===== src/rtl/srx_pkg.sv =====
package srx_pkg;

    typedef enum logic [2:0] {
        ST_IDLE,
        ST_START,
        ST_DATA,
        ST_PAR,
        ST_STOP
    } rx_state_e;

    // Mask bit positions for the clear strobe.
    localparam int FLG_OVR = 0;
    localparam int FLG_PAR = 1;
    localparam int FLG_FRM = 2;
    localparam int FLG_NUM = 3;

    typedef struct packed {
        logic frm;
        logic par;
        logic ovr;
    } err_flags_t;

endpackage


===== src/rtl/srx_line_sync.sv =====
module srx_line_sync #(
    parameter int STAGES = 2
) (
    input  logic clk,
    input  logic rst_n,
    input  logic din,
    output logic dout
);

    logic [STAGES-1:0] chain_d, chain_q;

    generate
        if (STAGES == 1) begin : g_single
            always_comb chain_d = din;
        end else begin : g_multi
            always_comb chain_d = {chain_q[STAGES-2:0], din};
        end
    endgenerate

    // The line idles high, so reset fills the chain with ones.
    always_ff @(posedge clk or negedge rst_n) begin
        if (!rst_n) chain_q <= '1;
        else        chain_q <= chain_d;
    end

    assign dout = chain_q[STAGES-1];

endmodule


===== src/rtl/srx_frame_fsm.sv =====
module srx_frame_fsm
    import srx_pkg::*;
#(
    parameter int DATA_BITS = 8,
    parameter int OVS       = 16
) (
    input  logic                 clk,
    input  logic                 rst_n,
    input  logic                 tick,
    input  logic                 line,
    input  logic                 rx_en,
    input  logic                 parity_en,
    input  logic                 parity_odd,
    output logic                 frame_done,
    output logic [DATA_BITS-1:0] frame_data,
    output logic                 frame_perr,
    output logic                 frame_ferr
);

    localparam int PH_W  = (OVS > 1) ? $clog2(OVS) : 1;
    localparam int BIT_W = (DATA_BITS > 1) ? $clog2(DATA_BITS) : 1;
    localparam logic [PH_W-1:0]  PH_MID   = PH_W'(OVS / 2 - 1);
    localparam logic [PH_W-1:0]  PH_LAST  = PH_W'(OVS - 1);
    localparam logic [BIT_W-1:0] BIT_LAST = BIT_W'(DATA_BITS - 1);

    typedef struct packed {
        rx_state_e             state;
        logic [PH_W-1:0]       phase;
        logic [BIT_W-1:0]      bit_idx;
        logic [DATA_BITS-1:0]  shift;
        logic                  par_acc;
        logic                  par_bad;
    } fsm_t;

    fsm_t q, d;
    logic done_c;
    logic ferr_c;

    always_comb begin
        d      = q;
        done_c = 1'b0;
        ferr_c = 1'b0;
        if (!rx_en) begin
            d.state = ST_IDLE;
            d.phase = '0;
        end else if (tick) begin
            if (q.state == ST_IDLE) begin
                // A low line while idle is the sampled start edge.
                if (!line) begin
                    d.state = ST_START;
                    d.phase = '0;
                end
            end else begin
                d.phase = (q.phase == PH_LAST) ? '0 : q.phase + 1'b1;
                if (q.phase == PH_MID) begin
                    case (q.state)
                        ST_START: begin
                            if (line) begin
                                d.state = ST_IDLE;
                            end else begin
                                d.state   = ST_DATA;
                                d.bit_idx = '0;
                                d.par_acc = 1'b0;
                                d.par_bad = 1'b0;
                            end
                        end
                        ST_DATA: begin
                            d.shift   = {line, q.shift[DATA_BITS-1:1]};
                            d.par_acc = q.par_acc ^ line;
                            if (q.bit_idx == BIT_LAST) begin
                                d.state = parity_en ? ST_PAR : ST_STOP;
                            end else begin
                                d.bit_idx = q.bit_idx + 1'b1;
                            end
                        end
                        ST_PAR: begin
                            d.par_bad = (q.par_acc ^ line) != parity_odd;
                            d.state   = ST_STOP;
                        end
                        ST_STOP: begin
                            done_c  = 1'b1;
                            ferr_c  = ~line;
                            d.state = ST_IDLE;
                        end
                        default: d.state = ST_IDLE;
                    endcase
                end
            end
        end
    end

    always_ff @(posedge clk or negedge rst_n) begin
        if (!rst_n) begin
            q <= '{state: ST_IDLE, phase: '0, bit_idx: '0, shift: '0,
                   par_acc: 1'b0, par_bad: 1'b0};
        end else begin
            q <= d;
        end
    end

    assign frame_done = done_c;
    assign frame_data = q.shift;
    assign frame_perr = q.par_bad;
    assign frame_ferr = ferr_c;

endmodule


===== src/rtl/srx_status.sv =====
module srx_status
    import srx_pkg::*;
#(
    parameter int DATA_BITS = 8
) (
    input  logic                 clk,
    input  logic                 rst_n,
    input  logic                 frame_done,
    input  logic [DATA_BITS-1:0] frame_data,
    input  logic                 frame_perr,
    input  logic                 frame_ferr,
    input  logic                 rd_strobe,
    input  logic                 clr_we,
    input  logic [FLG_NUM-1:0]   clr_mask,
    output logic [DATA_BITS-1:0] hold_data,
    output logic                 hold_full,
    output err_flags_t           flags
);

    typedef struct packed {
        logic [DATA_BITS-1:0] data;
        logic                 full;
        err_flags_t           err;
    } stat_t;

    stat_t q, d;

    always_comb begin
        d = q;
        // A read in the same cycle frees the register first.
        if (rd_strobe) d.full = 1'b0;
        if (clr_we) begin
            if (clr_mask[FLG_OVR]) d.err.ovr = 1'b0;
            if (clr_mask[FLG_PAR]) d.err.par = 1'b0;
            if (clr_mask[FLG_FRM]) d.err.frm = 1'b0;
        end
        // Setting comes last so it wins over a clear.
        if (frame_done) begin
            if (d.full) begin
                d.err.ovr = 1'b1;
            end else begin
                d.data = frame_data;
                d.full = 1'b1;
            end
            if (frame_perr) d.err.par = 1'b1;
            if (frame_ferr) d.err.frm = 1'b1;
        end
    end

    always_ff @(posedge clk or negedge rst_n) begin
        if (!rst_n) q <= '0;
        else        q <= d;
    end

    assign hold_data = q.data;
    assign hold_full = q.full;
    assign flags     = q.err;

endmodule


===== src/rtl/serial_rx_core.sv =====
module serial_rx_core
    import srx_pkg::*;
#(
    parameter int DATA_BITS   = 8,
    parameter int OVS         = 16,
    parameter int SYNC_STAGES = 2
) (
    input  logic                 clk,
    input  logic                 rst_n,
    input  logic                 tick16,
    input  logic                 rx_en,
    input  logic                 parity_en,
    input  logic                 parity_odd,
    input  logic                 rxd,
    input  logic                 rd_strobe,
    input  logic                 err_clr_we,
    input  logic [2:0]           err_clr_mask,
    output logic [DATA_BITS-1:0] rx_data,
    output logic                 rx_full,
    output logic                 err_ovr,
    output logic                 err_par,
    output logic                 err_frm,
    output logic                 line_level
);

    logic                 line_s;
    logic                 frm_done;
    logic [DATA_BITS-1:0] frm_data;
    logic                 frm_perr;
    logic                 frm_ferr;
    err_flags_t           flags;

    srx_line_sync #(.STAGES(SYNC_STAGES)) u_sync (
        .clk  (clk),
        .rst_n(rst_n),
        .din  (rxd),
        .dout (line_s)
    );

    srx_frame_fsm #(.DATA_BITS(DATA_BITS), .OVS(OVS)) u_fsm (
        .clk       (clk),
        .rst_n     (rst_n),
        .tick      (tick16),
        .line      (line_s),
        .rx_en     (rx_en),
        .parity_en (parity_en),
        .parity_odd(parity_odd),
        .frame_done(frm_done),
        .frame_data(frm_data),
        .frame_perr(frm_perr),
        .frame_ferr(frm_ferr)
    );

    srx_status #(.DATA_BITS(DATA_BITS)) u_stat (
        .clk       (clk),
        .rst_n     (rst_n),
        .frame_done(frm_done),
        .frame_data(frm_data),
        .frame_perr(frm_perr),
        .frame_ferr(frm_ferr),
        .rd_strobe (rd_strobe),
        .clr_we    (err_clr_we),
        .clr_mask  (err_clr_mask),
        .hold_data (rx_data),
        .hold_full (rx_full),
        .flags     (flags)
    );

    assign err_ovr    = flags.ovr;
    assign err_par    = flags.par;
    assign err_frm    = flags.frm;
    assign line_level = line_s;

endmodule


===== config.mk =====
export PLATFORM = sky130hd
export DESIGN_NAME = serial_rx_core
export DESIGN_NICKNAME = d
export VERILOG_FILES = /design/src/rtl/srx_pkg.sv /design/src/rtl/srx_line_sync.sv /design/src/rtl/srx_frame_fsm.sv /design/src/rtl/srx_status.sv /design/src/rtl/serial_rx_core.sv
export SDC_FILE = /design/constraint.sdc
export NUM_CORES = 1
export LEC_CHECK = 0
export BUFFER_PORTS_ARGS = -buffer_cell sky130_fd_sc_hd__buf_4
export CORE_MARGIN = 8
export CORE_UTILIZATION = 60
export DETAILED_ROUTE_END_ITERATION = 6
export PLACE_DENSITY_LB_ADDON = 0.08
export SLEW_MARGIN = 10
export SYNTH_ARGS = -nofsm -noshare
export SYNTH_HDL_FRONTEND = slang
export SYNTH_HIERARCHICAL = 1
export SYNTH_SLANG_ARGS = --single-unit

===== constraint.sdc =====
create_clock -name clk -period 3.05 [get_ports clk]
set_clock_uncertainty 0.15 [all_clocks]
set_input_delay 0.61 -clock clk [delete_from_list [all_inputs] [get_ports clk]]
set_output_delay 0.61 -clock clk [all_outputs]
set_load 0.05 [all_outputs]

==> results.tsv <==
stage	metric	value	unit
yosys	yosys warns	6	
die	Die W	68.4	µm
setup_path	crit path buf inv count	0	
yosys	syn_area_per_cell	12.3	µm²
detailed_routing	first drt pass iteration count	4	
setup_path	CP cell instances	ha_1 -> ha_1 -> or3_1 -> a221o_2 -> nand2b_4 -> mux2_4	
detailed_routing	DR WL/cell	16.0	µm
setup_path	CP arrival	2.23	ns
placement	placed wire-length estimate	2120	µm
yosys	mapped cell area	1650	µm²
finish	Area growth, synth to finish	11.6	%
global_route	vias in the first global route	1032	
detailed_routing	ANT nets after route	0	
die	die area	4670	µm²
die	starting density of the core	0.612	
clocking	post_cts resized	0	
power	Peak VDD IR	419	µV
detailed_routing	top sig layer	met4	
sta	worst-margin pin slew	0.721	ns
sta	fmax	464	MHz
clocking	CTS tree	yes	
sta	pins over their slew limit	0	
placement	Port Buffer Count	24	
finish	design area	1840	µm²
detailed_routing	initial DRC count	40	
sta	final period demand of the worst path	2.15	ns
finish	most common cell after layout, fill and taps aside	dfrtp_1	
global_route	total grt overflow	0	
yosys	Distinct cells, synth	45	
finish	most frequent cells in the layout	32 x dfrtp_1, 24 x buf_4, 17 x mux2_2, 8 x nand2_1, 6 x o21ai_0	
yosys	Seq/Total Area, Yosys	0.519	
sta	Tcrit/Tclk final	0.706	
detailed_routing	DRC viols	0	
die	CORE AREA	2690	µm²
detailed_routing	final wirelength	2970	µm
setup_path	crit path max-delay cell type	dfrtp_1	
detailed_routing	via count	1073	
finish	layout cells sized above 1	0.403	
clocking	clock-pin slew on the worst setup and hold paths	0.10	ns
clocking	postcts setup bufs	0	
clocking	CTS buffer count	5	
global_route	largest net degree at the start of global routing	35	
finish	Final nets	168	
global_route	initial antenna violation count	0	
detailed_routing	DR WL met3	264	µm
sta	Final TNS setup	0	ns
setup_path	worst stage delay on the critical path	0.40	ns
sta	Slew headroom	0.513	
setup_path	most used cell, CP	ha_1	
global_route	first-pass GRT wire length	5060	µm
sta	RSZ-0062 raised after global routing	false	
yosys	Mapped Nets	149	
placement	RD Place Congestion	0.813	
power	Pwr Density	502	nW/µm²
power	leak pwr	0.968	nW
yosys	Yosys reg bits	34	
setup_path	critical path class	reg2reg	
setup_path	Worst Setup End Kind	register	
die	Site Rows	19	
sta	final hold violation count	0	
clocking	Bufs on Longest Clock Path	2	
setup_path	worst reg2reg path startpoint	u_fsm/q[10]	
clocking	clk_lat worst skew	0.33	ns
setup_path	CP top delay family	adder cells	
placement	cell area after placement	1780	µm²
yosys	Post-Syn Instances	134	
die	io pins	25	
run	maxcap violations	0	
setup_path	crit-path max FO	3	
die	Die Y	68.4	µm
finish	ant diodes	0	
global_route	GRT Total Usage	0.146	
clocking	H-tree levels	2	
setup_path	startpoint types	register	
detailed_routing	M1 wire length	1330	µm
status	run status	finished clean	
clocking	hold buffers post-CTS	0	
sta	Setup violations, final	0	
clocking	Root Buffer	clkbuf_4	
detailed_routing	vias per inst	5.80	
worst_hold_path	Hold Crit Class	in2async	
clocking	TritonCTS Sinks	34	
setup_path	Worst EP required	3.12	ns
detailed_routing	metal2 WL	1320	µm
finish	fin util	0.684	
setup_path	CP startpoint	u_fsm/q[10]	
-- final timing paths --
kind | slack, ns | depth (start not counted) | endpoint
max | 0.90 | 6 | u_fsm/q[19]
min | 0.05 | 1 | u_fsm/q[19]
max reg2reg | 0.90 | 6 | u_fsm/q[19]
min reg2reg | 0.21 | 0 | u_sync/chain_q[1]
max in group asynchronous | 2.37 | 1 | u_sync/chain_q[1]
min in group clk | 0.21 | 0 | u_sync/chain_q[1]
-- registers in the layout, summed over array words and instances (netlist names) --
signal,count
u_sync/chain_q,2
u_fsm/frame_data,8
u_stat/hold_data,8
u_stat/hold_full,1
u_fsm/q,11
u_stat/flags,3
u_fsm/frame_perr,1
-- power by group --
part	total [mW]	switching, mW	internal, mW
logic	0.147	0.0722	0.0752
registers	0.522	0.0464	0.475
clock network	0.253	0.141	0.112
total	0.922	0.260	0.662
-- metal layers --
layer,vias up,global-route usage
li1,515,-
met1,523,0.187
met2,28,0.211
met3,7,0.0524
met4,0,0.0767
met5,-,0
-- cells in the mapped netlist (all sizes together) --
library cell,n,share of area
dfrtp,32,0.49
mux2,19,0.13
buf,11,0.051
nand2,9,0.025
o21ai,6,0.018
a22o,5,0.029
nor2,5,0.011
inv,4,0.0091
a21oi,3,0.011
ha,3,0.023
nand2b,3,0.021
nand4,3,0.015
nor3,3,0.0091
a21o,2,0.0099
and3,2,0.0076
and3b,2,0.011
dfstp,2,0.032
o31ai,2,0.0091
a211o,1,0.0053
a221o,1,0.0068
a221oi,1,0.0053
a2bb2oi,1,0.0053
a311oi,1,0.0053
and2,1,0.0038
and4,1,0.0053
clkbuf,1,0.0023
nand3,1,0.0030
nand4b,1,0.0053
nor2b,1,0.0038
nor3b,1,0.0046
o21bai,1,0.0046
o311ai,1,0.0053
or3,1,0.0038
or4b,1,0.0061
xnor2,1,0.0053
xor2,1,0.0053
-- layout make-up --
class,count,area [µm²]
clock buffers,7,55.1
well taps,31,38.8
inverters,4,15.0
multi-input cells,84,689
clock inverters,1,5.00
repair buffers,24,180
fillers,210,850
flip-flops and latches,34,853
-- kinds of logic (layout without fill, tap and decap cells) --
logic type / after synthesis / after routing / share of synthesized area
DFF: 34 / 34 / 0.519
and+or+nand+nor: 35 / 35 / 0.135
adders and majority gates: 3 / 3 / 0.0228
AOI/OAI and AO/OA: 25 / 25 / 0.116
buffers and inverters: 16 / 36 / 0.0623
muxes: 19 / 19 / 0.135
xor gates and xnor gates: 2 / 2 / 0.0106
-- through the flow --
stage	worst slack (ns)	power, mW	hold slack, ns	std cells
detailed placement	0.909	0.676	0.197	177
floorplan	0.796	0.639	0.164	134
finish	0.897	0.922	0.0520	185
CTS	0.903	0.934	0.0520	185
global route	0.810	0.975	0.0629	185
global placement	0.961	0.670	0.197	177
(Power assumes the default switching activity.)
